==> src/rtl/dbgmode_pkg.sv <==
package dbgmode_pkg;

  typedef enum logic [1:0] {
    CAUSE_OTHER  = 2'd0,
    CAUSE_POR    = 2'd1,
    CAUSE_FORCED = 2'd2
  } rst_cause_e;

  typedef enum logic {
    MODE_NORMAL = 1'b0,
    MODE_BKGD   = 1'b1
  } run_mode_e;

  // Idle level of the pulled-up debug pin
  localparam logic PIN_IDLE = 1'b1;

endpackage

==> src/rtl/dbgmode_sync.sv <==
module dbgmode_sync #(
  parameter int   STAGES  = 2,
  parameter logic RST_VAL = 1'b1
) (
  input  logic clk,
  input  logic rst_n,
  input  logic d,
  output logic q
);

  logic [STAGES-1:0] sh_q;
  logic [STAGES-1:0] sh_d;

  generate
    if (STAGES == 1) begin : g_single
      assign sh_d = d;
    end else begin : g_chain
      assign sh_d = {sh_q[STAGES-2:0], d};
    end
  endgenerate

  always_ff @(posedge clk or negedge rst_n) begin
    if (!rst_n) sh_q <= {STAGES{RST_VAL}};
    else        sh_q <= sh_d;
  end

  assign q = sh_q[STAGES-1];

endmodule

==> src/rtl/dbgmode_cause.sv <==
module dbgmode_cause
  import dbgmode_pkg::*;
(
  input  logic       clk,
  input  logic       rst_n,
  input  logic       sys_rst_n,
  input  logic       por_cause,
  input  logic       force_req,
  output rst_cause_e cause_o,
  output logic       release_o,
  output logic       qualify_o
);

  logic       prev_q, prev_d;
  logic       pend_q, pend_d;
  rst_cause_e cause_q, cause_d;
  logic       start_c;

  // Edge detection on the internal reset
  always_comb begin
    start_c   = prev_q & ~sys_rst_n;
    release_o = sys_rst_n & ~prev_q;
    prev_d    = sys_rst_n;
  end

  // Pending forced-reset request, collected outside reset only
  always_comb begin
    pend_d = pend_q;
    if (start_c)                     pend_d = 1'b0;
    else if (sys_rst_n && force_req) pend_d = 1'b1;
  end

  // Cause selection at reset entry, power-on may upgrade later
  always_comb begin
    cause_d = cause_q;
    if (start_c) begin
      if (por_cause)                   cause_d = CAUSE_POR;
      else if (pend_q || force_req)    cause_d = CAUSE_FORCED;
      else                             cause_d = CAUSE_OTHER;
    end else if (!sys_rst_n && por_cause) begin
      cause_d = CAUSE_POR;
    end
  end

  always_ff @(posedge clk or negedge rst_n) begin
    if (!rst_n) begin
      prev_q  <= 1'b0;
      pend_q  <= 1'b0;
      cause_q <= CAUSE_POR;
    end else begin
      prev_q  <= prev_d;
      pend_q  <= pend_d;
      cause_q <= cause_d;
    end
  end

  assign cause_o   = cause_q;
  assign qualify_o = (cause_q == CAUSE_POR) || (cause_q == CAUSE_FORCED);


  cause_frozen_chk: assert property (@(posedge clk) disable iff (!rst_n)
    sys_rst_n |=> $stable(cause_q));

  cause_por_chk: assert property (@(posedge clk) disable iff (!rst_n)
    (!sys_rst_n && por_cause) |=> (cause_q == CAUSE_POR));

  cause_other_chk: assert property (@(posedge clk) disable iff (!rst_n)
    (start_c && !por_cause && !pend_q && !force_req) |=> (cause_q == CAUSE_OTHER));

endmodule

==> src/rtl/dbgmode_core.sv <==
module dbgmode_core
  import dbgmode_pkg::*;
(
  input  logic      clk,
  input  logic      rst_n,
  input  logic      sys_rst_n,
  input  logic      release_i,
  input  logic      qualify_i,
  input  logic      pin_s,
  input  logic      en_wr,
  input  logic      en_wdata,
  output run_mode_e mode_o,
  output logic      en_o
);

  run_mode_e mode_q, mode_d;
  logic      en_q, en_d;
  logic      cap_c;
  logic      wr_ok_c;

  always_comb begin
    cap_c   = release_i & qualify_i;
    wr_ok_c = sys_rst_n & ~release_i & en_wr;
  end

  // Mode capture on a qualifying reset release
  always_comb begin
    mode_d = mode_q;
    if (cap_c) mode_d = pin_s ? MODE_NORMAL : MODE_BKGD;
  end

  // Debug-pin enable bit
  always_comb begin
    en_d = en_q;
    if (!sys_rst_n)   en_d = 1'b1;
    else if (wr_ok_c) en_d = en_wdata;
  end

  always_ff @(posedge clk or negedge rst_n) begin
    if (!rst_n) begin
      mode_q <= MODE_NORMAL;
      en_q   <= 1'b1;
    end else begin
      mode_q <= mode_d;
      en_q   <= en_d;
    end
  end

  assign mode_o = mode_q;
  assign en_o   = en_q;


  mode_hold_chk: assert property (@(posedge clk) disable iff (!rst_n)
    !(release_i && qualify_i) |=> $stable(mode_q));

  bkgd_entry_chk: assert property (@(posedge clk) disable iff (!rst_n)
    (release_i && qualify_i && !pin_s) |=> (mode_q == MODE_BKGD));

  normal_entry_chk: assert property (@(posedge clk) disable iff (!rst_n)
    (release_i && qualify_i && pin_s) |=> (mode_q == MODE_NORMAL));

  en_force_chk: assert property (@(posedge clk) disable iff (!rst_n)
    !sys_rst_n |=> en_q);

  en_release_chk: assert property (@(posedge clk) disable iff (!rst_n)
    release_i |=> en_q);

  en_write_chk: assert property (@(posedge clk) disable iff (!rst_n)
    (sys_rst_n && !release_i && en_wr) |=> (en_q == $past(en_wdata)));

endmodule

==> src/rtl/dbg_pin_mode_ctl.sv <==
module dbg_pin_mode_ctl
  import dbgmode_pkg::*;
#(
  parameter int SYNC_STAGES = 2
) (
  input  logic       clk,
  input  logic       rst_n,
  input  logic       sys_rst_n,
  input  logic       por_cause,
  input  logic       dbg_force_req,
  input  logic       pin_in,
  input  logic       en_wr,
  input  logic       en_wdata,
  output logic       bkgd_mode,
  output logic       en_rd,
  output logic       pin_pullup_en,
  output logic       pin_func_dbg,
  output logic [1:0] rst_cause
);

  logic       pin_s;
  logic       rel_w;
  logic       qual_w;
  rst_cause_e cause_w;
  run_mode_e  mode_w;
  logic       en_w;

  dbgmode_sync #(
    .STAGES  (SYNC_STAGES),
    .RST_VAL (PIN_IDLE)
  ) u_sync (
    .clk   (clk),
    .rst_n (rst_n),
    .d     (pin_in),
    .q     (pin_s)
  );

  dbgmode_cause u_cause (
    .clk       (clk),
    .rst_n     (rst_n),
    .sys_rst_n (sys_rst_n),
    .por_cause (por_cause),
    .force_req (dbg_force_req),
    .cause_o   (cause_w),
    .release_o (rel_w),
    .qualify_o (qual_w)
  );

  dbgmode_core u_core (
    .clk       (clk),
    .rst_n     (rst_n),
    .sys_rst_n (sys_rst_n),
    .release_i (rel_w),
    .qualify_i (qual_w),
    .pin_s     (pin_s),
    .en_wr     (en_wr),
    .en_wdata  (en_wdata),
    .mode_o    (mode_w),
    .en_o      (en_w)
  );

  assign bkgd_mode     = (mode_w == MODE_BKGD);
  assign en_rd         = en_w;
  assign pin_pullup_en = en_w;
  assign pin_func_dbg  = en_w;
  assign rst_cause     = cause_w;


  other_release_chk: assert property (@(posedge clk) disable iff (!rst_n)
    (rel_w && (cause_w == CAUSE_OTHER)) |=> $stable(bkgd_mode));

endmodule

==> config.mk <==
export PLATFORM = sky130hd
export DESIGN_NAME = dbg_pin_mode_ctl
export DESIGN_NICKNAME = d
export VERILOG_FILES = /design/src/rtl/dbgmode_pkg.sv /design/src/rtl/dbgmode_sync.sv /design/src/rtl/dbgmode_cause.sv /design/src/rtl/dbgmode_core.sv /design/src/rtl/dbg_pin_mode_ctl.sv
export SDC_FILE = /design/constraint.sdc
export NUM_CORES = 1
export LEC_CHECK = 0
export BUFFER_PORTS_ARGS = -buffer_cell sky130_fd_sc_hd__buf_2
export CORE_AREA = 2 2 39 41
export CTS_BUF_LIST = sky130_fd_sc_hd__clkbuf_16
export DETAILED_ROUTE_END_ITERATION = 10
export DIE_AREA = 0 0 41 43
export MAX_ROUTING_LAYER = met4
export SETUP_SLACK_MARGIN = 0.4
export SLEW_MARGIN = 20
export SYNTH_ARGS = -nofsm -noshare
export SYNTH_HDL_FRONTEND = slang
export SYNTH_HIERARCHICAL = 1
export SYNTH_SLANG_ARGS = --single-unit
export TNS_END_PERCENT = 10
==> constraint.sdc <==
create_clock -name clk -period 1.74 [get_ports clk]
set_input_delay 0.087 -clock clk [delete_from_list [all_inputs] [get_ports clk]]
set_output_delay 0.087 -clock clk [all_outputs]
set_load 0.1 [all_outputs]
==> results of run 1 <==
-- repair_timing --
action | 4_1_cts | 5_1_grt
hold buffers | 2 | 0
endpoints found under the setup margin | 0 | 0
resized for setup | 0 | 0
endpoints found under the hold margin | 9 | 0
-- power by group through the flow --
stage	registers (mW)	clock network [mW]	logic [mW]
5_1_grt	0.229	0.403	0.217
6_report	0.226	0.385	0.207
3_5_place_dp	0.229	0	0.205
2_1_floorplan	0.339	0	0.0612
3_3_place_gp	0.228	0	0.204
4_1_cts	0.226	0.394	0.209
-- kinds of logic (layout without fill, tap and decap cells) --
logic type / Yosys count / in the layout / share of synthesized area [%]
DFF: 8 / 8 / 60.5
buffers and inverters: 7 / 24 / 9.96
and+or+nand+nor: 6 / 6 / 9.23
AOI/OAI and AO/OA: 5 / 5 / 14.8
xor gates and xnor gates: 1 / 1 / 2.58
muxes: 1 / 1 / 2.95
-- cell usage in the layout, fill, tap and decap left out --
master	n
mux2i_1	1
o211ai_1	1
inv_1	6
nand3b_1	1
nand2_1	1
nand2b_1	1
xor2_1	1
dfstp_2	4
dfrtp_1	3
buf_2	13
dfrtp_2	1
o22ai_1	1
nor2_1	2
o32ai_2	1
nor2b_1	1
clkbuf_16	3
a22o_2	1
dlygate4sd3_1	2
o21ba_2	1
-- per-stage QoR --
step | hold slack (ns) | utilization, % | std cells | power (mW) | worst slack [ns]
final | 0.0199 | 36.8 | 61 | 0.818 | 0.461
after global routing | 0.0265 | 36.8 | 61 | 0.849 | 0.429
after CTS | 0.0163 | 36.8 | 61 | 0.829 | 0.455
after detailed placement | -0.0618 | 29.7 | 55 | 0.433 | 0.705
after global placement | -0.0599 | 29.7 | 55 | 0.432 | 0.707
after floorplan | -0.209 | - | 28 | 0.401 | 0.402
-- registers in the layout, indices dropped and copies added, names as in the netlist --
signal / flops
u_cause/pend_q: 1
u_core/mode_o: 1
u_sync/sh_q: 2
u_cause/prev_q: 1
u_core/en_o: 1
u_cause/cause_o: 2
-- per-layer routing --
metal	vias to the layer above	track usage [%]	routed length (um)	part of all wire, %
met5	-	-	0	0
met4	0	6.00	0	0
met3	0	1.57	50	8.7
met2	11	10.9	230	40
met1	106	12.0	296	51
li1	124	-	-	-
-- final timing paths --
check,slack [ns],to
setup / recovery,0.46,rst_cause[0]
hold / removal,0.02,u_cause/prev_q
setup reg to reg,0.73,u_core/mode_o
hold reg to reg,0.35,u_sync/sh_q[1]
max in group asynchronous,1.27,u_sync/sh_q[1]
min in group asynchronous,0.23,u_cause/pend_q
-- layout make-up --
class	instances	area [um^2]
fill	138	875
sequential	8	206
multi-input combinational	13	100
tap	16	20.0
timing repair buffer	15	85.1
clock buffer	3	75.1
clock inverter	1	3.75
inverter	5	18.8
==> results.md, run 1 <==
* Status: complete, no violations
* Avg Inst Size Synth at 12.1 um^2
* Post-synthesis sequential area ratio at 60.5%
* Reg power frac at 27.6%
* Vias in the first global route at 258
* CP startpoint: u_cause/cause_o[0]
* CTS tree: done
* Inserted Clock Buffers at 3
* Initial drt markers at 3
* Net Count, Synth at 36
* Clock network power share at 47.1%
* Chip width at 41 um
* Type of the worst setup path: register to output port
* Post-route design area at 509 um^2
* Area Overhead vs Synth at 50.2%
* Via density at 3.95
* Clk sink count at 8
* Die span in y at 43 um
* Slew Viols, Final at 0
* Crit path max-delay cell type: dfstp_2
* Port Buffers at 13
* # setup viols final at 0
* Leakage at 0.254 nW
* Max cap viols at 0
* Root Driver: clkbuf_16
* Hold path cells at 1
* Sw Pwr at 266 uW
* Arr. time, crit path at 1.19 ns
* Row Count at 14
* DRT Pass-1 Iters at 2
* CP max stage delay at 0.54 ns
* Share of the synthesized area in the top cell type at 31.0%
* Clock latency on the worst-skew pair at 0.23 ns
* Required @ worst endpoint at 1.65 ns
* ANT cells at 0
* Routability Congestion at 0.699
* Max IR drop VDD at 636 uV
* Ports at 14
* P_int at 552 uW
* Clock slew at reported path FFs at 0.04 ns
* R2R depth at 3
* Clk_skew at 0.00381 ns
* H-Tree Depth at 1
* Area leader, netlist: dfstp_2
* Post-route ant nets at 0
* Remaining routing DRC violations at 0
* Clock buffer depth at 2
* Max frequency at 0.782 GHz
* CP Buf/Inv Count at 1
* Via count at 241
* GRT overflow at 0
* Yosys warns at 6
* Mapped Cells at 28
* Post-synth ARST share at 100%
* Wirelength, routed at 577 um
* Setup crit start kind: register
* Synth area leaders: dfstp_2 (31%), dfrtp_1 (30%), inv_1 (5.5%)
* Hold crit path type: primary input to register
* Worst reg2reg startpoint: u_cause/cause_o[0]
* HP Start: sys_rst_n
* Final period utilization at 73.5%
* CP max FO at 3
* First-pass GRT wire length at 1000 um
* Comb power frac at 25.3%
* EDFF count, synth at 0
* Die area at 0.00176 mm^2
* Switching Share at 32.5%
* Worst path cell trace: buf_2
* Main synth FF type: dfstp_2
* Final worst path period need at 1.28 ns
* Initial cell density of the core at 24.5%
* Setup TNS at 0 ns
* Core Area at 0.00138 mm^2
* Critical Path Stages at 1
* Postcts setup bufs at 0
* Share of layout cells above drive strength 1 at 53.3%
* Initial antenna violation count at 0
* Routed WL per cell at 9.46 um
* Cell with the most instances after synthesis: inv_1
* Final HPWL DP at 442 um
* Total global routing track utilization at 8.65%
* DP Area at 410 um^2
* Nets at 54
* Worst-Margin Slew at 0.486 ns
* Crit end category: output port
* Largest net degree at the start of global routing at 9
* Power Dens Cells at 1610 mW/mm^2
* Worst path top cell family by delay: flip-flops
* Synth cell count leaders: inv_1 (5), dfrtp_1 (4), dfstp_2 (4), buf_4 (2), nor2_1 (2)
* RSZ-0062 raised after global routing: no
* Synth cell types at 16
* Normalized max-slew margin at 67.9%
* Yosys reg bits at 8
* Synthesized area at 339 um^2
* Endpoints failing hold at 0
Note: power is estimated with default switching activity, not from simulation.
==> run 2: changes to the inputs <==
==> constraint.sdc (replaced) <==
create_clock -name clk -period 1.1 [get_ports clk]
set_input_delay 0.055 -clock clk [delete_from_list [all_inputs] [get_ports clk]]
set_output_delay 0.055 -clock clk [all_outputs]
set_load 0.1 [all_outputs]
==> results.md, run 2 (same netlist as run 1, synthesis figures left out) <==
* Status: finished with violations
* Failing checks: negative setup slack
* CP max stage delay at 0.61 ns
* Ports at 14
* Clk sink count at 8
* Final worst path period need at 1.17 ns
* Chip width at 41 um
* Power Dens Cells at 2190 mW/mm^2
* Crit path max-delay cell type: dfstp_4
* Leakage at 0.318 nW
* Endpoints failing hold at 0
* Initial antenna violation count at 0
* Required @ worst endpoint at 1.04 ns
* Slew Viols, Final at 0
* Clock slew at reported path FFs at 0.04 ns
* Core Area at 0.00138 mm^2
* Clock buffer depth at 2
* Clock latency on the worst-skew pair at 0.23 ns
* Largest net degree at the start of global routing at 9
* RSZ-0062 raised after global routing: yes
* Type of the worst setup path: register to output port
* Total Power at 1.46 mW
* Normalized max-slew margin at 87.6%
* Min Hold Slack at 0.0424 ns
* Max IR drop VDD at 893 uV
* Max cap viols at 0
* Total global routing track utilization at 11.5%
* Post-Layout Cell Count at 65
* Area Overhead vs Synth at 95.6%
* Initial drt markers at 10
* Commonest non-fill, non-tap cell in the layout: buf_2
* Crit end category: output port
* Remaining routing DRC violations at 0
* ANT cells at 0
* Worst path cell trace: buf_6, buf_12
* Final period utilization at 106%
* Most frequent cells in the layout: buf_2 (7), inv_1 (6), buf_12 (6)
* H-Tree Depth at 1
* Arr. time, crit path at 1.11 ns
* Row Count at 14
* Hold crit path type: primary input to register
* Initial cell density of the core at 24.5%
* Wirelength, routed at 722 um
* Worst-Margin Slew at 0.185 ns
* Setup crit start kind: register
* Routability Congestion at 0.719
* Root Driver: clkbuf_16
* Routed WL per cell at 11.1 um
* Nets at 58
* Die span in y at 43 um
* # setup viols final at 4
* Worst slack, placed at 0.0471 ns
* Filler Cell Count at 131
* Port Buffers at 13
* First-pass GRT wire length at 1170 um
* Max frequency at 0.858 GHz
* Inserted Clock Buffers at 3
* Share of layout cells above drive strength 1 at 57.1%
* Post-route ant nets at 0
* Setup TNS at -0.146 ns
* Vias in the first global route at 264
* CTS tree: done
* Clk_skew at 0.00370 ns
* DRT Pass-1 Iters at 3
* Via density at 4.18
* GRT overflow at 0
* Placed insts at 56
* Final HPWL DP at 467 um
* Via count at 272
* Die area at 0.00176 mm^2
* CP max FO at 2
* Setup ws final at -0.0660 ns
-- run 2: layout make-up --
cell class                      instances  area (um^2)  share of cell area [%]
Clock buffer                            3         75.1                    11.3
Clock inverter                          1         3.75                   0.566
Inverter                                5         18.8                    2.83
Multi-Input combinational cell         13          116                    17.5
Sequential cell                         8          214                    32.3
Tap cell                               16         20.0                    3.02
Timing Repair Buffer                   19          215                    32.5
-- run 2: layer usage --
metal | vias up | track usage [%] | share of wire, %
met2 | 13 | 15.0 | 50
met4 | 0 | 12.0 | 4.2
met3 | 4 | 6.28 | 7.6
met5 | - | - | 0
met1 | 123 | 11.0 | 38
li1 | 132 | - | -
-- run 2: through the flow --
step	cell area (um^2)	util [%]
finish	663	47.9
global route	663	47.9
CTS	652	47.1
detailed placement	515	37.3
global placement	515	37.3
floorplan	348	-
-- run 2: critical path, delay by kind of cell, from the launching register on --
| kind | cells | cell delay, ns |
|---|---|---|
| buffers and inverters | 2 | 0.26 |
| DFF | 1 | 0.61 |
-- run 2: report_power, final --
part           switching [mW]  internal, mW  total (mW)
combinational           0.278         0.183       0.461
sequential             0.0354         0.343       0.378
clock                   0.144         0.473       0.617
-- run 2: path summary, 6_finish.rpt --
| check | start | endpoint | slack, ns | cells past startpoint |
|---|---|---|---|---|
| min reg2reg | u_sync/sh_q[0] | u_sync/sh_q[1] | 0.35 | 0 |
| max | u_cause/cause_o[0] | rst_cause[0] | -0.07 | 2 |
| min in group asynchronous | rst_n | u_cause/prev_q | 0.20 | 2 |
| min | sys_rst_n | u_core/en_o | 0.04 | 2 |
| max reg2reg | u_cause/cause_o[0] | u_cause/cause_o[0] | 0.01 | 4 |
| max in group asynchronous | rst_n | u_sync/sh_q[1] | 0.66 | 2 |
-- run 2: repair_timing --
action | CTS | global route
hold buffers | 3 | 0
resized for setup | 4 | 1
pin swaps | 6 | 4
hold endpoints to repair | 10 | 0
buffers inserted | 1 | 1
setup endpoints to repair | 11 | 11
